**config.mk**
```make
export PLATFORM = sky130hd
export DESIGN_NAME = dual_mod_timer
export DESIGN_NICKNAME = d
export VERILOG_FILES = /design/src/rtl/dmt_pkg.sv /design/src/rtl/dmt_prescaler.sv /design/src/rtl/dmt_sync_edge.sv /design/src/rtl/dmt_pulse_sel.sv /design/src/rtl/dmt_counter.sv /design/src/rtl/dual_mod_timer.sv
export SDC_FILE = /design/constraint.sdc
export NUM_CORES = 1
export LEC_CHECK = 0
export ABC_CLOCK_PERIOD_IN_PS = 2400
export BUFFER_PORTS_ARGS = -buffer_cell sky130_fd_sc_hd__buf_4
export CAP_MARGIN = 30
export CELL_PAD_IN_SITES_DETAIL_PLACEMENT = 1
export CELL_PAD_IN_SITES_GLOBAL_PLACEMENT = 1
export CORE_UTILIZATION = 43
export CTS_CLUSTER_DIAMETER = 60
export CTS_CLUSTER_SIZE = 20
export DETAILED_ROUTE_END_ITERATION = 10
export GPL_ROUTABILITY_DRIVEN = 0
export PLACE_DENSITY_LB_ADDON = 0.05
export SKIP_LAST_GASP = 1
export SYNTH_ARGS = -nofsm -noshare
export SYNTH_HDL_FRONTEND = slang
export SYNTH_SLANG_ARGS = --single-unit
```
**constraint.sdc**
```tcl
create_clock -name clk -period 2.4 [get_ports clk]
set_input_delay 0 -clock clk [delete_from_list [all_inputs] [get_ports clk]]
set_output_delay 0 -clock clk [all_outputs]
set_load 0.005 [all_outputs]
```
**src/rtl/dmt_pkg.sv**
```systemverilog
package dmt_pkg;
  localparam logic [1:0] A_MOD0  = 2'd0;
  localparam logic [1:0] A_MOD1  = 2'd1;
  localparam logic [1:0] A_CTRL0 = 2'd2;
  localparam logic [1:0] A_CTRL1 = 2'd3;
  localparam int B_EN  = 2;
  localparam int B_CLR = 3;
  localparam logic [1:0] SEL_ALT = 2'd3;

  function automatic int max_of(input int a, input int b);
    return (a > b) ? a : b;
  endfunction
endpackage

```
**src/rtl/dmt_prescaler.sv**
```systemverilog
module dmt_prescaler #(
  parameter int PW = 10
) (
  input  logic          clk,
  input  logic          rst,
  output logic [PW-1:0] pre
);
  always_ff @(posedge clk) begin
    if (rst) pre <= '0;
    else     pre <= pre + 1'b1;
  end
endmodule

```
**src/rtl/dmt_sync_edge.sv**
```systemverilog
module dmt_sync_edge (
  input  logic clk,
  input  logic rst,
  input  logic din,
  output logic rise
);
  logic [2:0] stg;

  always_ff @(posedge clk) begin
    if (rst) stg <= '0;
    else     stg <= {stg[1:0], din};
  end

  // stg[1] is the second synchronizer flop, stg[2] holds its last value
  assign rise = stg[1] & ~stg[2];
endmodule

```
**src/rtl/dmt_pulse_sel.sv**
```systemverilog
module dmt_pulse_sel #(
  parameter int PW  = 10,
  parameter int LG0 = 8,
  parameter int LG1 = 6,
  parameter int LG2 = 4
) (
  input  logic [PW-1:0] pre,
  input  logic [1:0]    sel,
  input  logic          alt,
  output logic          pulse
);
  localparam int LGS [3] = '{LG0, LG1, LG2};
  logic [2:0] tap;

  for (genvar k = 0; k < 3; k++) begin : g_tap
    localparam logic [PW-1:0] MASK = PW'((64'd1 << LGS[k]) - 64'd1);
    assign tap[k] = ((pre & MASK) == MASK);
  end

  always_comb begin
    case (sel)
      2'd0:    pulse = tap[0];
      2'd1:    pulse = tap[1];
      2'd2:    pulse = tap[2];
      default: pulse = alt;
    endcase
  end
endmodule

```
**src/rtl/dmt_counter.sv**
```systemverilog
module dmt_counter #(
  parameter int CW = 8
) (
  input  logic          clk,
  input  logic          rst,
  input  logic          en,
  input  logic          pulse,
  input  logic          clr,
  input  logic [CW-1:0] modv,
  output logic [CW-1:0] cnt,
  output logic          match
);
  assign match = en && pulse && !clr && (cnt == modv);

  always_ff @(posedge clk) begin
    if (rst)               cnt <= '0;
    else if (clr)          cnt <= '0;
    else if (en && pulse)  cnt <= match ? '0 : cnt + 1'b1;
  end
endmodule

```
**src/rtl/dual_mod_timer.sv**
```systemverilog
module dual_mod_timer
  import dmt_pkg::*;
#(
  parameter int CW     = 8,
  parameter int T0_LG0 = 8,
  parameter int T0_LG1 = 6,
  parameter int T0_LG2 = 4,
  parameter int T1_LG0 = 9,
  parameter int T1_LG1 = 10,
  parameter int T1_LG2 = 8
) (
  input  logic          clk,
  input  logic          rst,
  input  logic          wr_en,
  input  logic [1:0]    wr_addr,
  input  logic [CW-1:0] wr_data,
  input  logic          ext_pin,
  input  logic [1:0]    irq_ack,
  output logic [1:0]    irq,
  output logic          prog_start,
  output logic [CW-1:0] cnt0,
  output logic [CW-1:0] cnt1
);
  localparam int PW = max_of(max_of(max_of(T0_LG0, T0_LG1), max_of(T0_LG2, T1_LG0)),
                             max_of(T1_LG1, T1_LG2));

  logic [PW-1:0] pre;
  logic          ext_rise;
  logic [CW-1:0] mod0_q, mod1_q;
  logic [1:0]    sel0_q, sel1_q;
  logic          en0_q, en1_q;
  logic          clr0, clr1;
  logic          pulse0, pulse1;
  logic          match0, match1;
  logic [1:0]    match;

  dmt_prescaler #(.PW(PW)) u_pre (.clk(clk), .rst(rst), .pre(pre));

  dmt_sync_edge u_sync (.clk(clk), .rst(rst), .din(ext_pin), .rise(ext_rise));

  // register file: modulo values and per-timer control
  always_ff @(posedge clk) begin
    if (rst) begin
      mod0_q <= '1;
      mod1_q <= '1;
      sel0_q <= 2'd0;
      sel1_q <= 2'd0;
      en0_q  <= 1'b0;
      en1_q  <= 1'b1;
    end else if (wr_en) begin
      case (wr_addr)
        A_MOD0:  mod0_q <= wr_data;
        A_MOD1:  mod1_q <= wr_data;
        A_CTRL0: begin sel0_q <= wr_data[1:0]; en0_q <= wr_data[B_EN]; end
        default: begin sel1_q <= wr_data[1:0]; en1_q <= wr_data[B_EN]; end
      endcase
    end
  end

  assign clr0 = wr_en && (wr_addr == A_CTRL0) && wr_data[B_CLR];
  assign clr1 = wr_en && (wr_addr == A_CTRL1) && wr_data[B_CLR];

  dmt_pulse_sel #(.PW(PW), .LG0(T0_LG0), .LG1(T0_LG1), .LG2(T0_LG2)) u_sel0 (
    .pre(pre), .sel(sel0_q), .alt(ext_rise), .pulse(pulse0));

  dmt_counter #(.CW(CW)) u_cnt0 (
    .clk(clk), .rst(rst), .en(en0_q), .pulse(pulse0), .clr(clr0),
    .modv(mod0_q), .cnt(cnt0), .match(match0));

  // timer 1 can count timer 0 matches (cascade)
  dmt_pulse_sel #(.PW(PW), .LG0(T1_LG0), .LG1(T1_LG1), .LG2(T1_LG2)) u_sel1 (
    .pre(pre), .sel(sel1_q), .alt(match0), .pulse(pulse1));

  dmt_counter #(.CW(CW)) u_cnt1 (
    .clk(clk), .rst(rst), .en(en1_q), .pulse(pulse1), .clr(clr1),
    .modv(mod1_q), .cnt(cnt1), .match(match1));

  assign match = {match1, match0};

  // flags: a set in the same cycle as an acknowledge wins
  always_ff @(posedge clk) begin
    if (rst) begin
      irq        <= 2'b00;
      prog_start <= 1'b0;
    end else begin
      irq        <= (irq & ~irq_ack) | match;
      prog_start <= prog_start | match1;
    end
  end
endmodule

```
==> flow_summary.ini, run 1 <==
[synth]
async_reset_ff_share_pct = 0
synthesis.nets = 285
synth_largest_area_cell = dfxtp_1
netlist.area_leader.share_pct = 44.7
syn_area_um2 = 2420
synth_cell_types = 41
seq_area_frac_synth_pct = 44.7
synth_seq_cells = 54
syn_inst = 265
syn_area_per_cell_um2 = 9.13
yosysWarnings = 0
synth_edf_count = 0
ys.flop_type = dfxtp_1
synth_area_leaders = dfxtp_1 (45%), xor2_1 (5.4%), xnor2_1 (5.1%), nand2_1 (5.0%), a21oi_1 (3.5%)

[timing]
hold_violations = 0
worst_pin_slew_ns = 0.439
period_share_pct = 95.8
setup_viol_count_final = 0
slew_violations = 0
clock.fmax_mhz = 435
skew_ns = 0.00967
fin_ws_ns = 0.0998
slew_headroom_pct = 70.0
min_period_ns = 2.30

[final_layout]
seq_area_um2 = 1080
n_antenna_cell = 0
multiInputGateArea_um2 = 1300
layout_commonest_cell = dfxtp_1
nets = 336
syn_to_final_growth_pct = 24.7
layout_common_cells = dfxtp_1 (53), buf_4 (42), nand2_1 (32), nor2_1 (19), a21oi_1 (17)
final_core_util_pct = 57.2
drive_gt1_share_pct = 18.3
fillCellCount = 641

[route]
totalWireLength_mm = 6.10
wire_per_inst_um = 15.8
viasPerCell = 5.31
ant_nets = 0
vias = 2056
dr.first_iter.drc_count = 58
route.detailed.drc = 0
firstDrtPassIters = 4

[clocking]
clockRootBuffer = clkbuf_8
clk_latency_ns = 0.31
clk_pin_slew_ns = 0.10
cts_tree = done
htree_num_levels = 2
clock_path_buffers = 2
cts_buffers = 5
cts.sinks = 54
cts_setup_buffers = 0

[setup_path]
crit_chain = ha_2 > nand3_2 > buf_4 > nor4_4 > o21ai_1 > o21a_4 > or4_1 > a21oi_1
cp-end-kind = register
cp.buffers_inverters = 1
crit_arrival_ns = 2.54
critPathMaxFanout = 18
cp.required_ns = 2.64
critPathTopFamily = simple AND/OR/NAND/NOR gates
slowest_delay_ns = 0.52
start_kind = register
cp-startpoint = u_pre.pre[1]
path_class = reg -> reg
regToRegStartpoint = u_pre.pre[1]
critPathSlowestCell = or4_1

[place]
pre_cts_slack_ns = 0.0521
dp_hpwl_mm = 4.27
io_buffer_count = 34

[grt]
grt.total_usage_pct = 22.1
antenna_found_initial = 0
grt_pass1_wl_mm = 10.3
grt-ovfl-total = 0
grt_pass1_vias = 2167
grt_max_degree = 41

[floorplan]
fp-row-count = 26
pin_count = 35
start_util_pct = 45.9
coreArea_um2 = 5270
dieHeight_um = 77.0
die_w_um = 77.0
dieArea_um2 = 5930

[hold_path]
holdCritStartpoint = rst
hold_class = in -> reg

[power]
leakage_nw = 1.13
peakVddDrop_uv = 385
power_density_nw_per_um2 = 557
p_sw_share_pct = 22.6
p_int_w = 0.00130
switchingPower_w = 0.000380
pwr-share-clk_pct = 36.4
pwr-share-comb_pct = 7.7
p_seq_share_pct = 55.9

[outcome]
status = complete, no violations

[flow_run]
cap_violations = 0
[layout make-up]
type	count	area share (%)
flip-flops and latches	54	35.9
clock buffers	6	2.41
clock inverters	2	1.24
repair buffers	53	14.1
well taps	70	2.90
inverters	2	0.249
multi-input cells	200	43.2
[metrics by stage]
step	hold slack [ns]	total power (W)	TNS (ns)	cells	area, um^2
after floorplan	0.118	0.00102	0	265	2420
after global placement	0.215	0.00107	0	368	2770
after detailed placement	0.218	0.00107	0	368	2770
after CTS	0.0927	0.00169	0	387	3000
after global routing	0.125	0.00175	-0.00379	387	3020
final	0.0976	0.00168	0	387	3020
[kinds of logic (layout without fill, tap and decap cells)]
group	after synthesis	in the layout	share of synthesized area, %
AND/OR/NAND/NOR	120	120	26.9
flip-flops	54	54	44.7
AO/OA/AOI/OAI	44	44	12.3
XOR/XNOR	29	29	10.5
buffers and inverters	11	63	2.33
adder cells (fa/ha/maj)	4	4	2.07
multiplexers	3	3	1.24
[synthesized netlist by cell type (all sizes together) (2+ instances only)]
cell    number
nor4         3
nor3b        2
nand2b       3
buf          3
or3          3
o21a         2
dfxtp       54
nand4        5
o31ai        8
nand2       32
or4          6
xnor2       14
mux2i        3
clkbuf       6
ha           4
nor2        19
xor2        15
and2         2
and3b        2
nand3b      10
o21ai        5
nor3         3
a21oi       17
inv          2
a211o        8
nand3       10
nor2b       13
and3         4
[repair_timing]
item                                    in CTS  in global routing
gates resized for setup                      1                  4
endpoints found under the hold margin       24                  0
endpoints found under the setup margin       1                  8
hold buffers                                11                  0
[state kept, by name, summed over array words and instances, names as in the netlist, 2 cells and up]
signal and cells:
u_cnt1.cnt 8, sel0_q 2, mod0_q 8, irq 2
u_pre.pre 10, sel1_q 2, mod1_q 8, u_sync.stg 3
u_cnt0.cnt 8
[per-layer routing]
metal | global-route usage [%] | up-vias | part of all wire, %
li1 | - | 1029 | -
met1 | 27.8 | 995 | 47
met2 | 38.7 | 27 | 50
met3 | 3.57 | 5 | 2.3
met4 | 6.42 | 0 | 0.93
met5 | 0 | - | 0
[power groups by stage]
stage          clock network (W)  registers, W   logic, W
5_1_grt                 0.000658      0.000943   0.000146
3_3_place_gp                   0      0.000958   0.000110
4_1_cts                 0.000621      0.000938   0.000129
3_5_place_dp                   0      0.000959   0.000114
6_report                0.000611      0.000939   0.000130
2_1_floorplan                  0      0.000953  0.0000701
[final timing paths]
check / to / slack, ns / cells past startpoint
max: u_cnt1.cnt[3] / 0.1 / 8
min: en0_q / 0.1 / 2
max reg2reg: u_cnt1.cnt[3] / 0.1 / 8
min reg2reg: u_pre.pre[0] / 0.44 / 1
Note: power is estimated with default switching activity, not from simulation.
==> run 2: changes to the inputs <==
--- a/config.mk
+++ b/config.mk
@@ -5,12 +5,12 @@
 export SDC_FILE = /design/constraint.sdc
 export NUM_CORES = 1
 export LEC_CHECK = 0
-export ABC_CLOCK_PERIOD_IN_PS = 2400
+export ABC_CLOCK_PERIOD_IN_PS = 1900
 export BUFFER_PORTS_ARGS = -buffer_cell sky130_fd_sc_hd__buf_4
 export CAP_MARGIN = 30
 export CELL_PAD_IN_SITES_DETAIL_PLACEMENT = 1
 export CELL_PAD_IN_SITES_GLOBAL_PLACEMENT = 1
-export CORE_UTILIZATION = 43
+export CORE_UTILIZATION = 39
 export CTS_CLUSTER_DIAMETER = 60
 export CTS_CLUSTER_SIZE = 20
 export DETAILED_ROUTE_END_ITERATION = 10
@@ -19,4 +19,5 @@
 export SKIP_LAST_GASP = 1
 export SYNTH_ARGS = -nofsm -noshare
 export SYNTH_HDL_FRONTEND = slang
+export SYNTH_HIERARCHICAL = 1
 export SYNTH_SLANG_ARGS = --single-unit
==> constraint.sdc (replaced) <==
create_clock -name clk -period 1.9 [get_ports clk]
set_input_delay 0 -clock clk [delete_from_list [all_inputs] [get_ports clk]]
set_output_delay 0 -clock clk [all_outputs]
set_load 0.005 [all_outputs]
==> run 2 against run 1 <==
The flow now finishes with violations (negative setup slack). Maximum frequency decreased by 12%. Worst hold slack got worse by 0.066 ns. Cell area increased by 10%. Area after synthesis increased by 2.8%. Clock-buffer cell count unchanged. Cell count increased by 9.3%. Critical path depth increased by 5. First-iteration DRC count increased by 19%. Routed wire length increased by 3.2%. Largest cell class unchanged.
==> flow_summary.ini, run 2 <==
[synth]
seq_area_frac_synth_pct = 43.5
yosysWarnings = 6
netlist.area_leader.share_pct = 43.5
yosys-top-cells-count = nor2_1 (55), dfxtp_1 (54), xor2_1 (28)
syn_area_per_cell_um2 = 9.14
synth_area_leaders = dfxtp_1 (43%), xor2_1 (9.9%), mux2i_1 (8.9%), nor2_1 (8.3%), nand2b_1 (2.8%)
synth.most_common_cell = nor2_1
synthesis.nets = 291
ys.flop_type = dfxtp_1
syn_inst = 272
async_reset_ff_share_pct = 0
synth_seq_cells = 54
synth_largest_area_cell = dfxtp_1
syn_area_um2 = 2490
synth_cell_types = 38
synth_edf_count = 0

[power]
peakVddDrop_uv = 364
p_int_w = 0.00164
leakage_nw = 1.39
p_sw_share_pct = 23.2
switchingPower_w = 0.000495
pwr-share-clk_pct = 37.0
power_density_nw_per_um2 = 642
p_seq_share_pct = 55.1
pwr-share-comb_pct = 7.9
p_total_w = 0.00213

[clocking]
cts_tree = done
clock_path_buffers = 2
clk_latency_ns = 0.31
clockRootBuffer = clkbuf_8
cts_buffers = 5
clk_pin_slew_ns = 0.10
cts.sinks = 54
htree_num_levels = 2

[route]
viasPerCell = 5.05
vias = 2135
dr.first_iter.drc_count = 69
totalWireLength_mm = 6.30
wire_per_inst_um = 14.9
route.detailed.drc = 0
ant_nets = 0
firstDrtPassIters = 4

[setup_path]
critPathMaxFanout = 3
reg2reg_depth = 13
regToRegStartpoint = u_pre/pre[7]
cp.required_ns = 2.11
reg2reg_to = u_cnt1/cnt[7]
crit_path_frequent_cell = a21o_1
path_class = reg -> reg
crit_chain = a21oi_2 > nor4_1 > a21o_1 > nand2_2 > nor4_4 > and4b_2 > nand2_1 > o31ai_1 > a21o_1 > and4_4 > or3b_4 > xor2_1 > nor2_1
cp-end-kind = register
critPathSlowestCell = or3b_4
slowest_delay_ns = 0.38
crit_arrival_ns = 2.82
start_kind = register
r2r_slack_ns = -0.71

[final_layout]
largest_reg_flops = 10
finish.instance_area_um2 = 3320
top_register = u_pre/pre
layout_common_cells = buf_4 (65), nor2_1 (55), dfxtp_1 (45), xor2_1 (28), mux2i_1 (22)
n_antenna_cell = 0
nets = 366
layout_commonest_cell = buf_4
drive_gt1_share_pct = 29.9
syn_to_final_growth_pct = 33.4

[outcome]
violations = negative setup slack
status = finished with violations

[timing]
slew_violations = 0
fin_ws_ns = -0.714
setup_viol_count_final = 11
clock.fmax_mhz = 382
rsz0062_at_grt = yes
slew_headroom_pct = 62.8
hold_violations = 0
skew_ns = 0.00736
min_period_ns = 2.61
period_share_pct = 138
worst_pin_slew_ns = 0.557

[floorplan]
fp-row-count = 28
pin_count = 35
coreArea_um2 = 6030
die_w_um = 81.9
dieHeight_um = 81.9
start_util_pct = 41.3
dieArea_um2 = 6700

[place]
place_area_um2 = 2990
io_buffer_count = 34
dp_hpwl_mm = 4.35

[hold_path]
hold_depth = 3
min_to = mod0_q[4]
holdCritStartpoint = wr_addr[1]
hold_class = in -> reg

[flow_run]
cap_violations = 0

[grt]
grt_pass1_wl_mm = 10.3
grt.total_usage_pct = 20.5
grt-ovfl-total = 0
antenna_found_initial = 0
grt_pass1_vias = 2125
grt_max_degree = 53
run 2: cell types whose count changed after synthesis, moves of 5 or more:
cell | previous run | this run
mux2i_1 | 3 | 22
xnor2_1 | 14 | 5
nand3b_1 | 10 | 1
a211o_1 | 8 | 0
nand2b_1 | 3 | 11
nor2b_1 | 13 | 5
xor2_1 | 15 | 28
clkbuf_1 | 6 | 1
inv_1 | 2 | 7
a21oi_1 | 17 | 7
nand2_1 | 32 | 13
nor2_1 | 19 | 55
run 2: worst max-delay path: cells and delay by family (launching register included):
family | cells | cell delay, ns
simple gates | 8 | 1.55
compound gates | 4 | 0.47
flops | 1 | 0.35
xor+xnor | 1 | 0.15
run 2: worst max-delay path by stage:
stage	depth (start not counted)	end	slack, ns	from
after detailed placement	13	u_cnt1/cnt[7]	-0.66	u_pre/pre[7]
after global routing	15	irq[1]	-0.85	sel0_q[0]
after global placement	13	u_cnt1/cnt[7]	-0.55	u_pre/pre[7]
after CTS	15	irq[1]	-0.63	u_pre/pre[6]
after floorplan	13	u_cnt1/cnt[7]	-0.54	u_pre/pre[5]
final	13	u_cnt1/cnt[7]	-0.71	u_pre/pre[7]
run 2: cells by family after synthesis:
family                   count (synthesis)  synth area share [%]
AO/OA/AOI/OAI                           20                  5.73
XOR/XNOR                                33                  11.6
adder cells (fa/ha/maj)                  3                  1.51
buffers and inverters                   17                  3.47
flip-flops                              54                  43.5
multiplexers                            23                  9.31
AND/OR/NAND/NOR                        122                  24.9
run 2: power groups by stage:
stage	Combinational [W]	Clock (W)	Sequential, W
2_1_floorplan	0.0000837	0	0.00120
3_3_place_gp	0.000145	0	0.00120
3_5_place_dp	0.000146	0	0.00120
4_1_cts	0.000168	0.000812	0.00117
5_1_grt	0.000186	0.000852	0.00118
6_report	0.000168	0.000787	0.00117
run 2: timing repair:
| action | in CTS | in global routing |
|---|---|---|
| pin swaps | 9 | 4 |
| endpoints found under the hold margin | 17 | 0 |
| gates resized for setup | 5 | 9 |
| hold buffers | 11 | 0 |
| setup endpoints to repair | 10 | 11 |
| buffers inserted | 3 | 4 |
run 2: cell type report:
type / count / area [um^2]
inverter: 7 / 26.3
fill: 705 / 2710
tap: 75 / 93.8
sequential: 54 / 1090
clock buffer: 6 / 72.6
timing repair buffer: 78 / 621
multi-input combinational: 201 / 1370
clock inverter: 2 / 37.5
run 2: metal layers:
metal	global-route usage, %	vias up	routed length (um)
met4	7.37	0	94
met3	3.78	10	126
li1	-	1064	-
met2	34.5	26	3040
met1	25.9	1035	3030
met5	0	-	0
run 2: through the flow:
stage | util, % | hold WS [ns] | setup TNS [ns] | cells | worst slack, ns
after floorplan | - | 0.0716 | -3.98 | 272 | -0.544
final | 55.0 | 0.0312 | -7.09 | 423 | -0.714
after CTS | 54.1 | 0.0216 | -6.16 | 419 | -0.630
after global routing | 55.0 | 0.0273 | -8.51 | 423 | -0.846
after global placement | 49.7 | 0.233 | -5.08 | 397 | -0.547
after detailed placement | 49.7 | 0.239 | -6.27 | 397 | -0.663
==> run 3: changes to the inputs <==
--- a/config.mk
+++ b/config.mk
@@ -5,18 +5,18 @@
 export SDC_FILE = /design/constraint.sdc
 export NUM_CORES = 1
 export LEC_CHECK = 0
+export ABC_AREA = 1
 export ABC_CLOCK_PERIOD_IN_PS = 1900
 export BUFFER_PORTS_ARGS = -buffer_cell sky130_fd_sc_hd__buf_4
 export CAP_MARGIN = 30
 export CELL_PAD_IN_SITES_DETAIL_PLACEMENT = 1
 export CELL_PAD_IN_SITES_GLOBAL_PLACEMENT = 1
-export CORE_UTILIZATION = 39
+export CORE_UTILIZATION = 37
 export CTS_CLUSTER_DIAMETER = 60
 export CTS_CLUSTER_SIZE = 20
 export DETAILED_ROUTE_END_ITERATION = 10
 export GPL_ROUTABILITY_DRIVEN = 0
 export PLACE_DENSITY_LB_ADDON = 0.05
-export SKIP_LAST_GASP = 1
 export SYNTH_ARGS = -nofsm -noshare
 export SYNTH_HDL_FRONTEND = slang
 export SYNTH_HIERARCHICAL = 1
==> run 3 against run 2 <==
Synthesized cell count grew 50%. Combinational power grew 32%. The flow still finishes with violations (negative setup slack). Cell area grew 8.2%. Clock skew is essentially flat. Die area grew 16%. Critical path type unchanged. Global-route usage shrank 0.43 points. Non-clock buffer count shrank 1. Worst setup slack gained 0.50 ns. Worst hold slack lost 0.023 ns. Via count grew 31%. Sequential power is essentially flat. Critical path depth grew 7.
==> flow_summary.ini, run 3 <==
[route]
viasPerCell = 4.74
ant_nets = 0
totalWireLength_mm = 7.38
firstDrtPassIters = 4
dr.first_iter.drc_count = 86
wire_per_inst_um = 12.6
route.detailed.drc = 0
vias = 2788

[power]
peakVddDrop_uv = 340
power_density_nw_per_um2 = 580
p_total_w = 0.00208
leakage_nw = 1.76

[final_layout]
syn_to_final_growth_pct = 30.1
top_register = u_pre/pre
largest_reg_flops = 10
layout_commonest_cell = nand2_1
layout_common_cells = nand2_1 (110), nor2_1 (66), buf_4 (64), inv_1 (54), dfxtp_1 (49)
n_antenna_cell = 0
finish.instance_area_um2 = 3590
drive_gt1_share_pct = 21.9
nets = 507

[timing]
clock.fmax_mhz = 472
hold_violations = 0
slew_violations = 0
slew_headroom_pct = 53.3
min_period_ns = 2.12
whs_ns = 0.00870
fin_ws_ns = -0.217
setup_tns_ns = -1.90
rsz0062_at_grt = yes
worst_pin_slew_ns = 0.700
period_share_pct = 111
setup_viol_count_final = 10
skew_ns = 0.00704

[outcome]
violations = negative setup slack
status = finished with violations

[floorplan]
pin_count = 35
start_util_pct = 38.2
die_w_um = 88.3
dieHeight_um = 88.3
dieArea_um2 = 7800
coreArea_um2 = 7210
fp-row-count = 31

[clocking]
clk_latency_ns = 0.30
htree_num_levels = 2
clockRootBuffer = clkbuf_8
clk_pin_slew_ns = 0.09
cts.sinks = 54
clock_path_buffers = 2
cts_buffers = 5
cts_tree = done

[grt]
grt_pass1_vias = 2696
antenna_found_initial = 0
grt_pass1_wl_mm = 12.1
grt-ovfl-total = 0
grt_max_degree = 23
grt.total_usage_pct = 20.0

[synth]
syn_area_um2 = 2760
synthesis.nets = 428
synth_area_leaders = dfxtp_1 (39%), nand2_1 (15%), nor2_1 (9.3%), inv_1 (7.6%), nand3_1 (6.5%)
syn_area_per_cell_um2 = 6.74
yosysWarnings = 6
synth_seq_cells = 54
synth.most_common_cell = nand2_1
syn_inst = 409
async_reset_ff_share_pct = 0
synth_cell_types = 25
netlist.area_leader.share_pct = 39.2
yosys-top-cells-count = nand2_1 (111), nor2_1 (68), inv_1 (56)
synth_largest_area_cell = dfxtp_1
synth_edf_count = 0
ys.flop_type = dfxtp_1
seq_area_frac_synth_pct = 39.2

[hold_path]
hold_class = in -> reg
hold_depth = 4

[setup_path]
cp-end-kind = register
path_class = reg -> reg
critPathMaxFanout = 3
crit_arrival_ns = 2.36
reg2reg_depth = 20
cp.required_ns = 2.15
start_kind = register

[flow_run]
cap_violations = 0

[place]
place_area_um2 = 3330
dp_hpwl_mm = 5.85
pre_cts_slack_ns = -0.303
io_buffer_count = 34
-- run 3: per-layer routing --
layer | vias to the layer above | global-route usage, % | part of all wire (%)
met5 | - | 0 | 0
met1 | 1312 | 27.1 | 50
met3 | 4 | 2.80 | 2.6
met2 | 39 | 34.2 | 47
li1 | 1433 | - | -
met4 | 0 | 3.96 | 0.75
-- run 3: worst paths after layout --
check / from / slack, ns / endpoint
hold / removal: irq_ack[1] / 0.009 / irq[1]
setup reg to reg: u_pre/pre[2] / -0.22 / irq[1]
hold reg to reg: u_sync/stg[0] / 0.43 / u_sync/stg[1]
setup / recovery: u_pre/pre[2] / -0.22 / irq[1]
-- run 3: layout make-up --
cell class                      count  area (um^2)
Fill cell                         950         3630
Clock inverter                      1         5.00
Tap cell                           99          124
Timing Repair Buffer               77          621
Clock buffer                        7         86.3
Multi-Input combinational cell    291         1440
Inverter                           59          221
Sequential cell                    54         1090
-- run 3: logic make-up after synthesis --
family / after synthesis / share of synthesized area [%]
fa+ha+maj: 3 / 1.36
simple gates: 254 / 41.7
buf+inv: 64 / 9.16
xor+xnor: 13 / 4.13
compound gates: 19 / 3.72
flops: 54 / 39.2
mux: 2 / 0.726
-- run 3: power by group --
| group | internal, W | total (W) | leakage [nW] | switching, W |
|---|---|---|---|---|
| Combinational | 0.0000968 | 0.000222 | 1.27 | 0.000125 |
| Clock | 0.000296 | 0.000673 | 0.0482 | 0.000377 |
| Sequential | 0.00116 | 0.00119 | 0.442 | 0.0000227 |
| Total | 0.00156 | 0.00208 | 1.76 | 0.000525 |
-- run 3: critical path, cell delays in order (launching register included) --
cell	delay, ns
dfxtp_4	0.35
nand2_1	0.05
o21ai_1	0.13
nand2_1	0.06
nor2_1	0.13
nand2_2	0.09
inv_2	0.06
nand4_1	0.08
nor2_1	0.10
nand2_1	0.07
nor2_2	0.11
nand2_1	0.07
nand2_1	0.08
nand2_2	0.09
inv_2	0.08
nand4_1	0.08
nor2_1	0.09
nand2_1	0.06
nor2_2	0.15
a21oi_1	0.05
nor2_1	0.08
-- run 3: stage by stage --
| stage | util (%) | std cells |
|---|---|---|
| global route | 49.7 | 588 |
| global placement | 46.1 | 564 |
| floorplan | - | 409 |
| finish | 49.7 | 588 |
| detailed placement | 46.1 | 564 |
| CTS | 49.6 | 587 |
-- run 3: what timing repair did --
action / 4_1_cts / 5_1_grt
pin swaps: 8 / 1
buffers inserted: 3 / 1
endpoints found under the hold margin: 28 / 0
setup endpoints to repair: 10 / 18
resized for setup: 6 / 1
hold buffers: 12 / 0
